--- src/rtl/oxt_pkg.sv ---
package oxt_pkg;
  parameter int BYTE_W  = 19;
  parameter int PKT_W   = 10;
  parameter int PID_W   = 2;
  parameter int DRAIN_W = 11;
  parameter int DATA_W  = 32;
  parameter int ADDR_W  = 1;

  localparam int PKT_LSB = BYTE_W;
  localparam int PID_LSB = BYTE_W + PKT_W;
  localparam int USED_W  = BYTE_W + PKT_W + PID_W;

  localparam int CTL_EN_BIT   = 0;
  localparam int CTL_DONE_BIT = 1;

  typedef enum logic [PID_W-1:0] {
    PID_DATA0 = 2'b00,
    PID_DATA2 = 2'b01,
    PID_DATA1 = 2'b10,
    PID_MDATA = 2'b11
  } rx_pid_e;
endpackage

--- src/rtl/oxt_byte_ctr.sv ---
module oxt_byte_ctr #(
  parameter int BYTE_W  = 19,
  parameter int DRAIN_W = 11
) (
  input  logic              clk,
  input  logic              rst_n,
  input  logic              active,
  input  logic              load,
  input  logic [BYTE_W-1:0] load_val,
  input  logic              drain_vld,
  input  logic [DRAIN_W-1:0] drain_bytes,
  output logic [BYTE_W-1:0] cnt,
  output logic              hit_zero
);
  localparam int PAD_W = BYTE_W - DRAIN_W;

  logic [BYTE_W-1:0] drain_ext;
  logic [BYTE_W-1:0] cnt_nxt;
  logic              cnt_en;
  logic              apply;
  logic              exhaust;

  assign drain_ext = {{PAD_W{1'b0}}, drain_bytes};
  assign apply     = active & drain_vld;
  assign exhaust   = (drain_ext >= cnt);
  assign hit_zero  = apply & exhaust;

  always_comb begin
    cnt_en  = 1'b0;
    cnt_nxt = cnt;
    if (apply) begin
      cnt_en  = 1'b1;
      cnt_nxt = exhaust ? '0 : (cnt - drain_ext);
    end else if (load && !active) begin
      cnt_en  = 1'b1;
      cnt_nxt = load_val;
    end
  end

  always_ff @(posedge clk or negedge rst_n) begin
    if (!rst_n)      cnt <= '0;
    else if (cnt_en) cnt <= cnt_nxt;
  end

  a_r4_bytes_never_rise: assert property (@(posedge clk) disable iff (!rst_n)
    active |=> (cnt <= $past(cnt)));
  a_r6_bytes_hold_enabled: assert property (@(posedge clk) disable iff (!rst_n)
    (active && !drain_vld) |=> $stable(cnt));
  a_r10_bytes_idle_disabled: assert property (@(posedge clk) disable iff (!rst_n)
    (!active && !load) |=> $stable(cnt));
endmodule

--- src/rtl/oxt_pkt_ctr.sv ---
module oxt_pkt_ctr #(
  parameter int PKT_W = 10,
  parameter int PID_W = 2
) (
  input  logic             clk,
  input  logic             rst_n,
  input  logic             active,
  input  logic             load,
  input  logic [PKT_W-1:0] load_val,
  input  logic             push_vld,
  input  logic [PID_W-1:0] push_pid,
  output logic [PKT_W-1:0] cnt,
  output logic [PID_W-1:0] pid
);
  logic             apply;
  logic             cnt_en;
  logic [PKT_W-1:0] cnt_nxt;

  assign apply = active & push_vld;

  always_comb begin
    cnt_en  = 1'b0;
    cnt_nxt = cnt;
    if (apply) begin
      cnt_en  = 1'b1;
      cnt_nxt = (cnt == '0) ? '0 : (cnt - 1'b1);
    end else if (load && !active) begin
      cnt_en  = 1'b1;
      cnt_nxt = load_val;
    end
  end

  always_ff @(posedge clk or negedge rst_n) begin
    if (!rst_n)      cnt <= '0;
    else if (cnt_en) cnt <= cnt_nxt;
  end

  always_ff @(posedge clk or negedge rst_n) begin
    if (!rst_n)     pid <= '0;
    else if (apply) pid <= push_pid;
  end

  a_r3_pkts_never_rise: assert property (@(posedge clk) disable iff (!rst_n)
    active |=> (cnt <= $past(cnt)));
  a_r6_pkts_hold_enabled: assert property (@(posedge clk) disable iff (!rst_n)
    (active && !push_vld) |=> $stable(cnt));
  a_r5_pid_hold_no_push: assert property (@(posedge clk) disable iff (!rst_n)
    !(active && push_vld) |=> $stable(pid));
endmodule

--- src/rtl/oxt_ctl.sv ---
module oxt_ctl (
  input  logic clk,
  input  logic rst_n,
  input  logic wr_ctl,
  input  logic wr_en_bit,
  input  logic wr_done_bit,
  input  logic hit_zero,
  output logic en,
  output logic done
);
  logic en_nxt;
  logic done_nxt;

  always_comb begin
    en_nxt = en;
    if (hit_zero)    en_nxt = 1'b0;
    else if (wr_ctl) en_nxt = wr_en_bit;
  end

  always_comb begin
    done_nxt = done;
    if (hit_zero)                  done_nxt = 1'b1;
    else if (wr_ctl && wr_done_bit) done_nxt = 1'b0;
  end

  always_ff @(posedge clk or negedge rst_n) begin
    if (!rst_n) begin
      en   <= 1'b0;
      done <= 1'b0;
    end else begin
      en   <= en_nxt;
      done <= done_nxt;
    end
  end

  a_r7_done_on_zero: assert property (@(posedge clk) disable iff (!rst_n)
    hit_zero |=> (done && !en));
  a_r8_done_sticky: assert property (@(posedge clk) disable iff (!rst_n)
    (done && !(wr_ctl && wr_done_bit)) |=> done);
endmodule

--- src/rtl/usb_out_xfer_track.sv ---
module usb_out_xfer_track
  import oxt_pkg::*;
#(
  parameter int P_BYTE_W  = BYTE_W,
  parameter int P_PKT_W   = PKT_W,
  parameter int P_DRAIN_W = DRAIN_W
) (
  input  logic                 clk,
  input  logic                 rst_n,
  input  logic                 bus_wr_en,
  input  logic [ADDR_W-1:0]    bus_addr,
  input  logic [DATA_W-1:0]    bus_wdata,
  output logic [DATA_W-1:0]    bus_rdata,
  input  logic                 push_vld,
  input  logic [PID_W-1:0]     push_pid,
  input  logic                 drain_vld,
  input  logic [P_DRAIN_W-1:0] drain_bytes,
  output logic                 ep_en,
  output logic                 xfer_irq
);
  localparam logic [ADDR_W-1:0] ADR_XFER = '0;
  localparam int P_PKT_LSB = P_BYTE_W;
  localparam int P_PID_LSB = P_BYTE_W + P_PKT_W;
  localparam int P_USED_W  = P_BYTE_W + P_PKT_W + PID_W;

  logic                wr_xfer;
  logic                wr_ctl;
  logic [P_BYTE_W-1:0] byte_cnt;
  logic [P_PKT_W-1:0]  pkt_cnt;
  logic [PID_W-1:0]    rx_pid;
  logic                hit_zero;
  logic                done;
  logic [DATA_W-1:0]   word_xfer;
  logic [DATA_W-1:0]   word_ctl;
  logic                unused_wdata;

  assign wr_xfer      = bus_wr_en && (bus_addr == ADR_XFER);
  assign wr_ctl       = bus_wr_en && (bus_addr != ADR_XFER);
  assign unused_wdata = ^bus_wdata[DATA_W-1:P_PID_LSB];

  oxt_byte_ctr #(.BYTE_W(P_BYTE_W), .DRAIN_W(P_DRAIN_W)) u_bytes (
    .clk(clk), .rst_n(rst_n), .active(ep_en), .load(wr_xfer),
    .load_val(bus_wdata[P_BYTE_W-1:0]), .drain_vld(drain_vld),
    .drain_bytes(drain_bytes), .cnt(byte_cnt), .hit_zero(hit_zero)
  );

  oxt_pkt_ctr #(.PKT_W(P_PKT_W), .PID_W(PID_W)) u_pkts (
    .clk(clk), .rst_n(rst_n), .active(ep_en), .load(wr_xfer),
    .load_val(bus_wdata[P_PID_LSB-1:P_PKT_LSB]), .push_vld(push_vld),
    .push_pid(push_pid), .cnt(pkt_cnt), .pid(rx_pid)
  );

  oxt_ctl u_ctl (
    .clk(clk), .rst_n(rst_n), .wr_ctl(wr_ctl),
    .wr_en_bit(bus_wdata[CTL_EN_BIT]), .wr_done_bit(bus_wdata[CTL_DONE_BIT]),
    .hit_zero(hit_zero), .en(ep_en), .done(done)
  );

  assign xfer_irq = done;

  always_comb begin
    word_xfer = '0;
    word_xfer[P_BYTE_W-1:0]          = byte_cnt;
    word_xfer[P_PID_LSB-1:P_PKT_LSB] = pkt_cnt;
    word_xfer[P_USED_W-1:P_PID_LSB]  = rx_pid;
    word_ctl = '0;
    word_ctl[CTL_EN_BIT]   = ep_en;
    word_ctl[CTL_DONE_BIT] = done;
  end

  assign bus_rdata = (bus_addr == ADR_XFER) ? word_xfer : word_ctl;

  a_r1_reserved_zero: assert property (@(posedge clk) disable iff (!rst_n)
    (bus_addr == ADR_XFER) |-> (bus_rdata[DATA_W-1] == 1'b0));
  a_r7_irq_with_zero_bytes: assert property (@(posedge clk) disable iff (!rst_n)
    $rose(xfer_irq) |-> (byte_cnt == '0 && !ep_en));
endmodule

--- config.mk ---
export PLATFORM = sky130hd
export DESIGN_NAME = usb_out_xfer_track
export DESIGN_NICKNAME = d
export VERILOG_FILES = /design/src/rtl/oxt_pkg.sv /design/src/rtl/oxt_byte_ctr.sv /design/src/rtl/oxt_pkt_ctr.sv /design/src/rtl/oxt_ctl.sv /design/src/rtl/usb_out_xfer_track.sv
export SDC_FILE = /design/constraint.sdc
export NUM_CORES = 1
export LEC_CHECK = 0
export CORE_ASPECT_RATIO = 0.8
export CORE_MARGIN = 2
export CORE_UTILIZATION = 45
export DETAILED_ROUTE_END_ITERATION = 10
export PLACE_DENSITY_LB_ADDON = 0.12
export SLEW_MARGIN = 20
export SYNTH_ARGS = -nofsm -noshare
export SYNTH_HDL_FRONTEND = slang
export SYNTH_SLANG_ARGS = --single-unit
--- constraint.sdc ---
create_clock -name clk -period 2.65 [get_ports clk]
set_input_delay 0.53 -clock clk [delete_from_list [all_inputs] [get_ports clk]]
set_output_delay 0.53 -clock clk [all_outputs]
set_load 0.01 [all_outputs]
## Yosys cells after proc, flatten, opt, wreduce, memory -nomap -nowiden

Cells that the tools add are included.

| operators by class | value |
|---|---|
| add/sub/neg operators | 2 |
| order comparisons | 1 |
| muxes and demuxes | 14 |
| bitwise gates (word level) | 4 |
| reduce and logical (&&, ||, !) cells | 12 |

Operator list:

| operator | number |
|---|---|
| two-way mux 19 bit | 3 |
| two-way mux 31 bit | 1 |
| two-way mux 10 bit | 3 |
| greater-or-equal comparator 11 x 19 -> 1 bit | 1 |
| subtractor 19 x 11 -> 19 bit | 1 |
| zero test 10 bit | 1 |
| subtractor 10 x 1 -> 10 bit, second input constant | 1 |
| nonzero test 2 bit | 4 |
| two-way mux 1 bit | 7 |
| logical AND 1 bit | 4 |
| AND reduction 2 bit | 2 |
| bitwise AND 1 bit | 3 |
| zero test 1 bit | 1 |
| NOT 1 bit | 1 |

| word-level totals | value |
|---|---|
| register bits after elaboration | 33 |
| output and inout port bits | 34 |
| word-level logic and storage cells | 38 |

## Longest topological paths before layout

Gate-level depths: netlist (run 1).

| logic depth | value |
|---|---|
| depth in word-level cells | 6 |
| mapped depth | 9 |
| depth with buffers taken out | 9 |

## Cells and area by module

From an unflattened synthesis (run 1), not the netlist that was laid out.

| second synthesis, totals | value |
|---|---|
| cells, all modules | 337 |
| area, all modules | 2753.9 um^2 |

By module, submodules not included:

| module | times used | cells each | area each (um^2) | seq. area each (um^2) |
|---|---|---|---|---|
| oxt_byte_ctr | 1 | 216 | 1715.4 | 475.5 |
| oxt_pkt_ctr | 1 | 77 | 718.2 | 300.3 |
| usb_out_xfer_track | 1 | 38 | 245.2 | 0.0 |
| oxt_ctl | 1 | 6 | 75.1 | 50.0 |

## Worst setup path before layout (run 1)

OpenSTA, ideal clock, no wires.

| timing path | value |
|---|---|
| path type | input port to flip-flop |
| start | input drain_bytes[8] |
| end | register u_bytes.cnt[18] |
| arrival time | 2.122 ns |
| data required time | 2.524 ns |
| slack | 0.402 ns |
| stages on the path | 8 |
| path through | inv_1 -> ha_1 -> a21oi_1 -> a21oi_1 -> a2111oi_2 -> and2_4 -> a31oi_1 -> a221o_1 |

| between the ends | value |
|---|---|
| word-level cells in the longest chain between the ends | 3 |

RTL lines:

| element | RTL line | RTL |
|---|---|---|
| start, declared | usb_out_xfer_track.sv:17 | `input logic [P_DRAIN_W-1:0] drain_bytes,` |
| subtractor 19 x 11 -> 19 bit or greater-or-equal comparator 11 x 19 -> 1 bit (tied branches) | oxt_byte_ctr.sv:33, oxt_byte_ctr.sv:25 |  |
| two-way mux 19 bit * | oxt_byte_ctr.sv:33 | `cnt_nxt = exhaust ? '0 : (cnt - drain_ext);` |
| two-way mux 19 bit * | oxt_byte_ctr.sv:31 | `if (apply) begin` |
| end signal, assigned | oxt_byte_ctr.sv:42 | `else if (cnt_en) cnt <= cnt_nxt;` |
| end, declared | oxt_byte_ctr.sv:12 | `output logic [BYTE_W-1:0] cnt,` |

Every way passes the cells marked *; elsewhere a longest branch is shown, timed or not.
A chain may end at the register's enable or synchronous reset.

## Final worst setup path (run 1)

| timing path | value |
|---|---|
| start | input bus_addr |
| end | output bus_rdata[30] |

| between the ends | value |
|---|---|
| word-level cells in the longest chain between the ends | 1 |

RTL lines:

| element | RTL line | RTL |
|---|---|---|
| start, declared | usb_out_xfer_track.sv:11 | `input logic [ADDR_W-1:0] bus_addr,` |
| two-way mux 31 bit | usb_out_xfer_track.sv:71 | `assign bus_rdata = (bus_addr == ADR_XFER) ? word_xfer : word_ctl;` |
| end, declared | usb_out_xfer_track.sv:13 | `output logic [DATA_W-1:0] bus_rdata,` |

No other way between the ends.

==> results of run 1 <==
[placed cells by master, fill, tap and decap left out, drive strengths merged, types with 2 or more instances in the layout]
cell type and count:
a211o 2, a211oi 2, a21o 4, a21oi 17
a221o 6, a22oi 3, a31oi 2, and2 7
buf 37, clkbuf 7, clkdlybuf4s50 79, dfrtp 33
ha 12, inv 15, mux2i 9, nand2 33
nand2b 5, nand3 6, nand3b 2, nand4 4
nor2 27, nor2b 29, nor3 7, nor4 6
o211ai 5, o21a 2, o21ai 18, o22ai 13
o311ai 2, or3 3, xnor2 3, xor2 6
[flip-flops by register name, summed over array words and instances (netlist names)]
name	cells
u_pkts.cnt	10
u_ctl.done	1
u_pkts.pid	2
u_ctl.en	1
u_bytes.cnt	19
[cells by family after synthesis]
| family | after synthesis | share of synthesized area, % |
|---|---|---|
| compound gates | 85 | 24.3 |
| other cells | 1 | 0.142 |
| fa+ha+maj | 13 | 6.45 |
| simple gates | 133 | 26.7 |
| xor+xnor | 9 | 2.99 |
| flops | 33 | 31.3 |
| buf+inv | 29 | 4.70 |
| mux | 9 | 3.42 |
[critical path, stage by stage]
cell and delay [ns]:
clkdlybuf4s50_1 0.55, buf_4 0.25, nor2b_1 0.14, clkdlybuf4s50_1 0.56
[power breakdown]
group | switching [mW] | internal [mW]
sequential | 0.210 | 0.686
combinational | 0.934 | 1.09
clock | 0.203 | 0.307
[worst max path at each step]
stage / endpoint / slack [ns] / cells after the start
2_1_floorplan: u_bytes.cnt[18]$_DFFE_PN0P_ / 0.40 / 8
5_1_grt: u_bytes.cnt[16]$_DFFE_PN0P_ / 0.007 / 9
3_5_place_dp: u_bytes.cnt[15]$_DFFE_PN0P_ / -0.28 / 9
3_3_place_gp: u_bytes.cnt[15]$_DFFE_PN0P_ / -0.19 / 9
4_1_cts: u_bytes.cnt[15]$_DFFE_PN0P_ / 0.02 / 9
6_report: bus_rdata[30] / 0.09 / 4
[per-stage QoR]
step | area (um^2) | hold WS (ns)
CTS | 3890 | 0.471
global placement | 3770 | 0.451
finish | 3930 | 0.467
global route | 3930 | 0.505
detailed placement | 3770 | 0.454
floorplan | 2640 | 0.234
[layer usage]
| metal | wire (um) | GRT usage, % | part of all wire [%] |
|---|---|---|---|
| met1 | 3640 | 36.5 | 47 |
| met4 | 113 | 6.63 | 1.5 |
| met2 | 3370 | 36.4 | 43 |
| met3 | 624 | 4.89 | 8.1 |
| met5 | 0 | 0 | 0 |
[final cells by class]
class / instances / area, um^2
Clock buffer: 7 / 86.3
Clock inverter: 1 / 30.0
Fill cell: 450 / 1630
Inverter: 15 / 56.3
Multi-Input combinational cell: 250 / 1730
Sequential cell: 33 / 826
Tap cell: 78 / 97.6
Timing Repair Buffer: 117 / 1110
==> results by group, run 1 <==
Finish
  • Non-Filler Instances: 501
  • Synth-to-Final Area Change: 49.0%
  • Post-Route Utilization: 70.7%
  • Layout cells sized above 1: 16.1%
  • Diode count: 0
  • Final net count: 486

Floorplanning
  • DIE WIDTH: 89.6 um
  • # rows: 24
  • # IOs: 85
  • Initial core utilization: 47.5%
  • Chip height: 72.5 um
  • Core Area: 5560 um^2
  • DIE AREA: 6490 um^2

GRT
  • Largest net degree at the start of global routing: 34
  • Initial antenna violation count: 0
  • Total congestion overflow: 0
  • Number of global-route vias before repair: 2,641
  • Global-route wire length before repair: 12,400 um
  • Gr usage total: 24.6%

Clocking
  • Total CTS buffers: 5
  • Clock sinks: 33
  • Htree depth: 2
  • CTS tree: yes
  • CTS clk-pin slew, worst paths: 0.07 ns
  • Clock tree buffer depth: 2
  • Root buffer cell: clkbuf_8
  • CTS resizes: 0
  • Latest clock arrival within the worst-skew pair: 0.30 ns
  • Hold_buf cts: 0
  • Setup Buffers After CTS: 0

Worst hold path
  • Hold_sp: u_pkts.pid[0]$_DFFE_PN0P_
  • Hold Path Sink: u_pkts.pid[0]$_DFFE_PN0P_
  • Worst hold path depth: 2
  • HP Class: reg -> reg

STA
  • Worst slew margin: 65.0%
  • Final Hold Viols: 0
  • RSZ-0062 raised after global routing: no
  • Worst clock skew: 0.0127 ns
  • Max Slew Vio Count: 0
  • Worst setup margin: 0.0939 ns
  • Fmax: 391 MHz
  • Slew @ Worst Pin: 0.521 ns
  • Crit path time final: 2.56 ns
  • Period utilization: 96.5%
  • Fin Setup TNS: 0 ns
  • Final setup viols: 0

Job
  • Maximum Capacitance Violations: 0

Worst setup path
  • Crit path launch: bus_addr
  • Reg2Reg Launch Point: u_bytes.cnt[1]$_DFFE_PN0P_
  • Worst Setup Path Type: in -> out
  • Worst R2R End: u_bytes.cnt[15]$_DFFE_PN0P_
  • WP data arrival: 2.03 ns
  • Worst Path Required: 2.12 ns
  • Critical path endpoint category: output pin
  • CP max FO: 9
  • Reg2reg path depth: 7
  • Critical path launch point type: primary input
  • R2R Setup Slk: 0.38 ns

Detailed routing
  • Remaining routing DRC violations: 0
  • Initial DRC count: 160
  • Total Wirelength: 7750 um
  • Drt wl/cell: 15.5 um
  • DR pass1 iterations: 5
  • Vias: 2,800
  • Antenna-violating nets left: 0
  • DR vias/cell: 5.59

Logic synthesis
  • Post-synth EDFFs: 0
  • Synth top area cells: dfrtp_1, nor2b_1, ha_1, o22ai_2, nand2_1
  • Post-Synthesis Cell Area: 2640 um^2
  • Yosys reg bits: 33
  • Commonest cells post-synth: dfrtp_1, nand2_1, nor2b_1
  • Post-synth ARST share: 100%
  • Post-synth cell types: 57
  • Synth Flop Type: dfrtp_1
  • Post-Syn Nets: 376
  • Area leader, netlist: dfrtp_1
  • Synth top area share: 31.3%
  • Yosys warns: 0
  • Synthesized instance count: 312
  • Post-synthesis area per instance: 8.45 um^2
  • Register area share after synthesis: 31.3%

Placed design
  • # port buffers: 80
  • Placed Cells: 493
  • Final HPWL from detailed placement: 5890 um
  • Dpl ws: -0.281 ns
  • RePlAce Congestion: 0.883

Pwr
  • Total power: 3.44 mW
  • Leak Pwr: 1.71 nW
  • Peak supply drop: 0.000477 V
  • P per Cell Area: 874 nW/um^2

Outcome
  • Outcome: completed
(Power assumes the default switching activity.)
==> run 2, diff against run 1 <==
--- a/config.mk
+++ b/config.mk
@@ -6,7 +6,6 @@
 export NUM_CORES = 1
 export LEC_CHECK = 0
 export CORE_ASPECT_RATIO = 0.8
-export CORE_MARGIN = 2
 export CORE_UTILIZATION = 45
 export DETAILED_ROUTE_END_ITERATION = 10
 export PLACE_DENSITY_LB_ADDON = 0.12
==> results by group, run 2 (same netlist as run 1, synthesis figures left out) <==
Detailed routing
  • Vias: 2,743 (-2.0%)
  • Total Wirelength: 7550 um (-2.6%)
  • Antenna-violating nets left: 0 (unchanged)
  • DR pass1 iterations: 5 (unchanged)
  • Drt wl/cell: 15.1 um (-2.6%)
  • DR vias/cell: 5.48 (-2.0%)
  • Initial DRC count: 159 (-0.63%)
  • Remaining routing DRC violations: 0 (unchanged)

Worst setup path
  • Critical path endpoint category: flip-flop
  • Reg2Reg Launch Point: u_bytes.cnt[8]$_DFFE_PN0P_
  • R2R Setup Slk: 0.41 ns (+0.03 ns)
  • Worst Setup Path Type: in -> reg
  • WP data arrival: 2.84 ns (+0.81 ns)
  • Critical path launch point type: primary input
  • Crit path launch: drain_bytes[1]
  • CP max FO: 7 (-2)
  • Reg2reg path depth: 7 (unchanged)
  • Worst Path Required: 2.87 ns (+0.75 ns)
  • Worst R2R End: u_bytes.cnt[16]$_DFFE_PN0P_
  • Crit path to: u_bytes.cnt[17]$_DFFE_PN0P_

Clocking
  • CTS tree: yes
  • Htree depth: 2 (unchanged)
  • Latest clock arrival within the worst-skew pair: 0.29 ns (about the same)
  • Clock sinks: 33 (unchanged)
  • Total CTS buffers: 5 (unchanged)
  • Clock tree buffer depth: 2 (unchanged)
  • Root buffer cell: clkbuf_8
  • CTS clk-pin slew, worst paths: 0.07 ns (about the same)

Placed design
  • Final HPWL from detailed placement: 5700 um (-3.4%)
  • RePlAce Congestion: 0.859 (-2.8%)
  • Placed Cells: 493 (unchanged)
  • Placed cell areas: 3770 um^2 (unchanged)
  • # port buffers: 80 (unchanged)

GRT
  • Routing usage on met3: 5.08% (+0.19 points)
  • Total congestion overflow: 0 (unchanged)
  • GR peak layer: met1
  • Gr usage total: 25.4% (+0.81 points)
  • GRT met1 Usage: 38.9% (+2.4 points)
  • Number of global-route vias before repair: 2,585 (-2.1%)
  • Largest net degree at the start of global routing: 34 (unchanged)
  • Initial antenna violation count: 0 (unchanged)
  • Met2 GRT Util: 37.7% (+1.2 points)
  • Global-route wire length before repair: 12,300 um (-0.77%)

STA
  • Final setup viols: 0 (unchanged)
  • RSZ-0062 raised after global routing: yes
  • Max Slew Vio Count: 0 (unchanged)
  • Crit path time final: 2.63 ns (+0.0693 ns)
  • Slew @ Worst Pin: 0.498 ns (-0.0229 ns)
  • Final Hold Viols: 0 (unchanged)
  • Fmax: 381 MHz (-2.6%)
  • Hold_ws: 0.468 ns (+0.000536 ns)
  • Worst slew margin: 66.5% (+1.5 points)
  • Period utilization: 99.1% (+2.6 points)
  • Worst clock skew: 0.0108 ns (-0.00183 ns)
  • Fin Setup TNS: 0 ns (unchanged)

Finish
  • Diode count: 0 (unchanged)
  • Top reg by flops: u_bytes.cnt
  • Commonest non-fill, non-tap cell in the layout: clkdlybuf4s50_1
  • Max FFs per register: 19 (unchanged)
  • Largest regs: u_bytes.cnt x19, u_pkts.cnt x10, u_pkts.pid x2
  • Layout cells sized above 1: 17.7% (+1.7 points)
  • Non-Filler Instances: 501 (unchanged)
  • Most frequent cells in the layout: clkdlybuf4s50_1, buf_4, nand2_1, dfrtp_1, nor2b_1
  • Synth-to-Final Area Change: 49.1% (about the same)
  • Finished Cell Area: 3930 um^2 (about the same)
  • Multi-input gate area: 1740 um^2 (+0.87%)
  • Fill cells: 439 (-2.4%)
  • Final net count: 486 (unchanged)
  • Reg area: 826 um^2 (unchanged)

Floorplanning
  • Core Area: 5560 um^2 (unchanged)
  • DIE AREA: 6170 um^2 (-4.9%)
  • # rows: 24 (unchanged)
  • DIE WIDTH: 87.6 um (-2.2%)
  • Chip height: 70.5 um (-2.8%)
  • # IOs: 85 (unchanged)
  • Initial core utilization: 47.5% (unchanged)

Pwr
  • Sw Share: 40.3% (+1.0 points)
  • Part of the power in combinational logic: 61.0% (+1.9 points)
  • Total power: 3.39 mW (-1.2%)
  • Clock share of power: 12.8% (-2.0 points)
  • P per Cell Area: 864 nW/um^2 (-1.2%)
  • Psw: 1.37 mW (+1.5%)
  • Leak Pwr: 1.70 nW (-0.63%)
  • Sequential power share: 26.2% (about the same)
  • Int Pwr: 2.03 mW (-2.9%)
  • Peak supply drop: 0.000462 V (-3.1%)

Worst hold path
  • HP Class: reg -> reg
  • Hold_sp: u_pkts.pid[0]$_DFFE_PN0P_

Outcome
  • Outcome: completed

Job
  • Maximum Capacitance Violations: 0 (unchanged)
run 2: cell count changes in the layout (fill, tap and decap cells not counted), sizes merged:
cell           previous run  this run
bufinv                    1         0
clkdlybuf4s50            79        80
clkinv                    0         1
dlymetal6s2s              1         0
run 2: per-stage QoR:
| stage | setup slack, ns | util [%] |
|---|---|---|
| final | 0.0246 | 70.8 |
| after CTS | 0.0333 | 69.7 |
| after detailed placement | -0.265 | 67.9 |
| after global routing | -0.0299 | 70.8 |
| after floorplan | 0.402 | - |
| after global placement | -0.193 | 67.9 |
run 2: cell type report:
cell class	count	area share, %
Multi-Input combinational cell	250	44.3
Timing Repair Buffer	117	28.2
Sequential cell	33	21.0
Tap cell	78	2.48
Clock buffer	7	2.45
Inverter	15	1.43
Clock inverter	1	0.127
run 2: power groups by stage:
stage                     Sequential, mW  Clock (mW)  Combinational, mW
final                              0.888       0.435               2.07
after global routing               0.921       0.461               2.27
after CTS                          0.883       0.445               2.00
after detailed placement           0.891           0               1.98
after global placement             0.885           0               1.93
after floorplan                    0.824           0               1.24
run 2: critical path: stages:
cell and delay, ns:
clkdlybuf4s50_1 0.49, inv_1 0.06, ha_1 0.29, or2b_1 0.25, a21o_1 0.18, a211o_1 0.31, a211o_4 0.39, o21ai_1 0.16
a221o_1 0.17
run 2: timing repair:
item | 4_1_cts | 5_1_grt
buffers inserted | 0 | 0
hold buffers | 0 | 0
setup endpoints to repair | 0 | 15
resized for setup | 0 | 13
endpoints found under the hold margin | 0 | 0
run 2: routing by layer:
layer	share of wire [%]	wire, um
met1	49	3680
met2	44	3310
met3	7.0	525
met4	0.36	27
met5	0	0
run 2: worst min-delay path by stage:
stage                            endpoint  slack, ns  depth (start not counted)
6_report        u_pkts.pid[0]$_DFFE_PN0P_       0.47                          2
2_1_floorplan  u_bytes.cnt[0]$_DFFE_PN0P_       0.23                          0
4_1_cts         u_pkts.pid[0]$_DFFE_PN0P_       0.47                          2
3_5_place_dp    u_pkts.pid[0]$_DFFE_PN0P_       0.45                          2
5_1_grt         u_pkts.pid[1]$_DFFE_PN0P_       0.51                          2
3_3_place_gp    u_pkts.pid[0]$_DFFE_PN0P_       0.45                          2
==> run 3, diff against run 2 <==
--- a/config.mk
+++ b/config.mk
@@ -5,6 +5,7 @@
 export SDC_FILE = /design/constraint.sdc
 export NUM_CORES = 1
 export LEC_CHECK = 0
+export ABC_AREA = 1
 export CORE_ASPECT_RATIO = 0.8
 export CORE_UTILIZATION = 45
 export DETAILED_ROUTE_END_ITERATION = 10
==> constraint.sdc (replaced) <==
create_clock -name clk -period 2.65 [get_ports clk]
set_input_delay 0.265 -clock clk [delete_from_list [all_inputs] [get_ports clk]]
set_output_delay 0.265 -clock clk [all_outputs]
set_load 0.01 [all_outputs]
==> results by group, run 3 <==
Worst setup path
  • Worst R2R End: u_bytes.cnt[5]$_DFFE_PN0P_
  • Critical path launch point type: primary input
  • Crit path launch: drain_bytes[5]
  • Worst Setup Path Type: in -> reg
  • WP data arrival: 2.39 ns (-0.45 ns)
  • Critical path endpoint category: flip-flop
  • R2R Setup Slk: 0.53 ns (+0.12 ns)
  • Reg2Reg Launch Point: u_bytes.cnt[5]$_DFFE_PN0P_
  • Worst Path Required: 2.87 ns (about the same)
  • Reg2reg path depth: 11 (+4)
  • CP max FO: 6 (-1)

Pwr
  • Leak Pwr: 1.90 nW (+12%)
  • Sw Share: 44.3% (+4.0 points)
  • Peak supply drop: 0.000294 V (-36%)
  • Psw: 1.14 mW (-16%)
  • P per Cell Area: 675 nW/um^2 (-22%)
  • Sequential power share: 29.8% (+3.6 points)
  • Int Pwr: 1.44 mW (-29%)
  • Part of the power in combinational logic: 55.5% (-5.5 points)
  • Clock share of power: 14.8% (+2.0 points)

Clocking
  • Setup Buffers After CTS: 0 (unchanged)
  • Hold_buf cts: 0 (unchanged)
  • Htree depth: 2 (unchanged)
  • CTS resizes: 0 (unchanged)
  • Clock tree buffer depth: 2 (unchanged)
  • CTS clk-pin slew, worst paths: 0.08 ns (about the same)
  • Root buffer cell: clkbuf_8
  • Latest clock arrival within the worst-skew pair: 0.29 ns (about the same)
  • CTS tree: yes
  • Clock sinks: 33 (unchanged)
  • Total CTS buffers: 5 (unchanged)

Logic synthesis
  • Post-synthesis area per instance: 6.37 um^2 (-25%)
  • Post-Synthesis Cell Area: 2830 um^2 (+7.3%)
  • Synth top area cells: dfrtp_1, nand2_1, inv_1, nor2_1, o21ai_0
  • Post-synth EDFFs: 0 (unchanged)
  • Post-synth ARST share: 100% (unchanged)
  • Synth top area share: 29.2% (-2.1 points)
  • Synth Flop Type: dfrtp_1
  • Yosys warns: 0 (unchanged)
  • Yosys reg bits: 33 (unchanged)
  • Most frequent cell after synthesis: nand2_1
  • Register area share after synthesis: 29.2% (-2.1 points)
  • Synthesized instance count: 444 (+42%)
  • Area leader, netlist: dfrtp_1
  • Post-synth cell types: 31 (-46%)
  • Post-Syn Nets: 508 (+35%)
  • Commonest cells post-synth: nand2_1, inv_1, nor2_1

Detailed routing
  • DR pass1 iterations: 4 (-1)
  • Vias: 2,986 (+8.9%)
  • Drt wl/cell: 12.7 um (-16%)
  • Antenna-violating nets left: 0 (unchanged)
  • DR vias/cell: 4.90 (-10%)
  • Initial DRC count: 225 (+42%)
  • Remaining routing DRC violations: 0 (unchanged)
  • Total Wirelength: 7720 um (+2.4%)

Finish
  • Most frequent cells in the layout: nand2_1, clkdlybuf4s50_1, inv_1, nor2_1, o21ai_0
  • Finished Cell Area: 3820 um^2 (-2.8%)
  • Max FFs per register: 19 (unchanged)
  • Commonest non-fill, non-tap cell in the layout: nand2_1
  • Diode count: 0 (unchanged)
  • Top reg by flops: u_bytes.cnt
  • Synth-to-Final Area Change: 35.1%
  • Largest regs: u_bytes.cnt x19, u_pkts.cnt x10, u_pkts.pid x2
  • Layout cells sized above 1: 6.44% (-11 points)
  • Final net count: 591 (+22%)

Floorplanning
  • # rows: 25 (+4.2%)
  • Core Area: 5970 um^2 (+7.5%)
  • Initial core utilization: 47.4% (-0.11 points)
  • Chip height: 72.9 um (+3.5%)
  • DIE AREA: 6610 um^2 (+7.1%)
  • DIE WIDTH: 90.7 um (+3.5%)
  • # IOs: 85 (unchanged)

Worst hold path
  • HP Class: in -> async

STA
  • Crit path time final: 2.17 ns (-0.457 ns)
  • Period utilization: 81.8% (-17 points)
  • RSZ-0062 raised after global routing: no
  • Final Hold Viols: 0 (unchanged)
  • Worst clock skew: 0.00744 ns (-0.00339 ns)
  • Max Slew Vio Count: 0 (unchanged)
  • Final setup viols: 0 (unchanged)
  • Fin Setup TNS: 0 ns (unchanged)
  • Fmax: 461 MHz (+21%)
  • Hold_ws: 0.381 ns (-0.0861 ns)
  • Worst slew margin: 60.8% (-5.7 points)
  • Slew @ Worst Pin: 0.586 ns (+0.0884 ns)

GRT
  • Initial antenna violation count: 0 (unchanged)
  • Largest net degree at the start of global routing: 34 (unchanged)
  • Number of global-route vias before repair: 2,845 (+10%)
  • Total congestion overflow: 0 (unchanged)
  • Global-route wire length before repair: 13,000 um (+5.6%)
  • Gr usage total: 24.8% (-0.69 points)

Placed design
  • RePlAce Congestion: 0.949 (+11%)
  • Placed cell areas: 3740 um^2 (-0.83%)
  • Final HPWL from detailed placement: 5830 um (+2.4%)
  • # port buffers: 80 (unchanged)

Outcome
  • Outcome: completed

Job
  • Maximum Capacitance Violations: 0 (unchanged)
run 3: cell types whose count changed after synthesis, moves of 7 or more:
| cell | before | now |
|---|---|---|
| nor2_1 | 27 | 71 |
| xor2_1 | 6 | 13 |
| o22ai_2 | 10 | 0 |
| a21oi_2 | 1 | 9 |
| inv_1 | 15 | 73 |
| nand3_1 | 6 | 29 |
| mux2i_1 | 9 | 1 |
| nand2_1 | 33 | 101 |
| o21ai_0 | 15 | 40 |
| nor2b_1 | 29 | 0 |
run 3: layout make-up:
type / instances / area (um^2)
fillers: 559 / 2150
multi-input cells: 325 / 1670
repair buffers: 89 / 868
flip-flops and latches: 33 / 826
inverters: 73 / 274
well taps: 81 / 101
clock buffers: 6 / 72.6
clock inverters: 2 / 10.0
run 3: worst max-delay path: stages:
cell and delay (ns):
clkdlybuf4s50_1 0.46, inv_1 0.04, ha_1 0.35, nand2_1 0.13, nor2_1 0.17, and2_1 0.15, nand2_1 0.08, nand4_2 0.09
nand2_2 0.09, nor2_4 0.19, buf_4 0.19, nand2_1 0.07, a21oi_2 0.12
run 3: logic make-up (layout without fill, tap and decap cells):
kind of cell,count (synthesis),count (layout),share of synthesized area [%]
AO/OA/AOI/OAI,76,76,15.7
buffers and inverters,86,170,11.8
adder cells (fa/ha/maj),13,13,6.01
AND/OR/NAND/NOR,219,219,32.2
XOR/XNOR,15,15,4.64
other,1,1,0.132
multiplexers,1,1,0.354
flip-flops,33,33,29.2
run 3: layer usage:
| metal | track usage, % | part of all wire [%] |
|---|---|---|
| met4 | 6.45 | 0.87 |
| met2 | 37.7 | 43 |
| met3 | 3.65 | 5.7 |
| met5 | 0 | 0 |
| met1 | 36.8 | 51 |
run 3: worst max path at each step:
stage | end | slack, ns | cells past startpoint
after floorplan | u_bytes.cnt[12]$_DFFE_PN0P_ | 0.84 | 11
after global placement | u_bytes.cnt[16]$_DFFE_PN0P_ | 0.27 | 11
after detailed placement | u_bytes.cnt[18]$_DFFE_PN0P_ | 0.19 | 13
after CTS | u_bytes.cnt[18]$_DFFE_PN0P_ | 0.49 | 13
after global routing | u_bytes.cnt[5]$_DFFE_PN0P_ | 0.35 | 13
final | u_bytes.cnt[5]$_DFFE_PN0P_ | 0.48 | 13
run 3: through the flow:
step / instances / worst slack [ns] / utilization [%] / power [mW]
detailed placement: 601 / 0.188 / 62.6 / 2.19
finish: 609 / 0.482 / 64.0 / 2.58
CTS: 609 / 0.492 / 64.0 / 2.58
global route: 609 / 0.353 / 64.0 / 2.82
floorplan: 444 / 0.835 / - / 1.72
global placement: 601 / 0.269 / 62.6 / 2.16
run 3: power groups by stage:
stage                     registers [mW]  logic, mW  clock network, mW
after CTS                          0.768       1.42              0.393
final                              0.769       1.43              0.381
after global routing               0.793       1.62              0.410
after global placement             0.769       1.39                  0
after detailed placement           0.778       1.41                  0
after floorplan                    0.746      0.970                  0
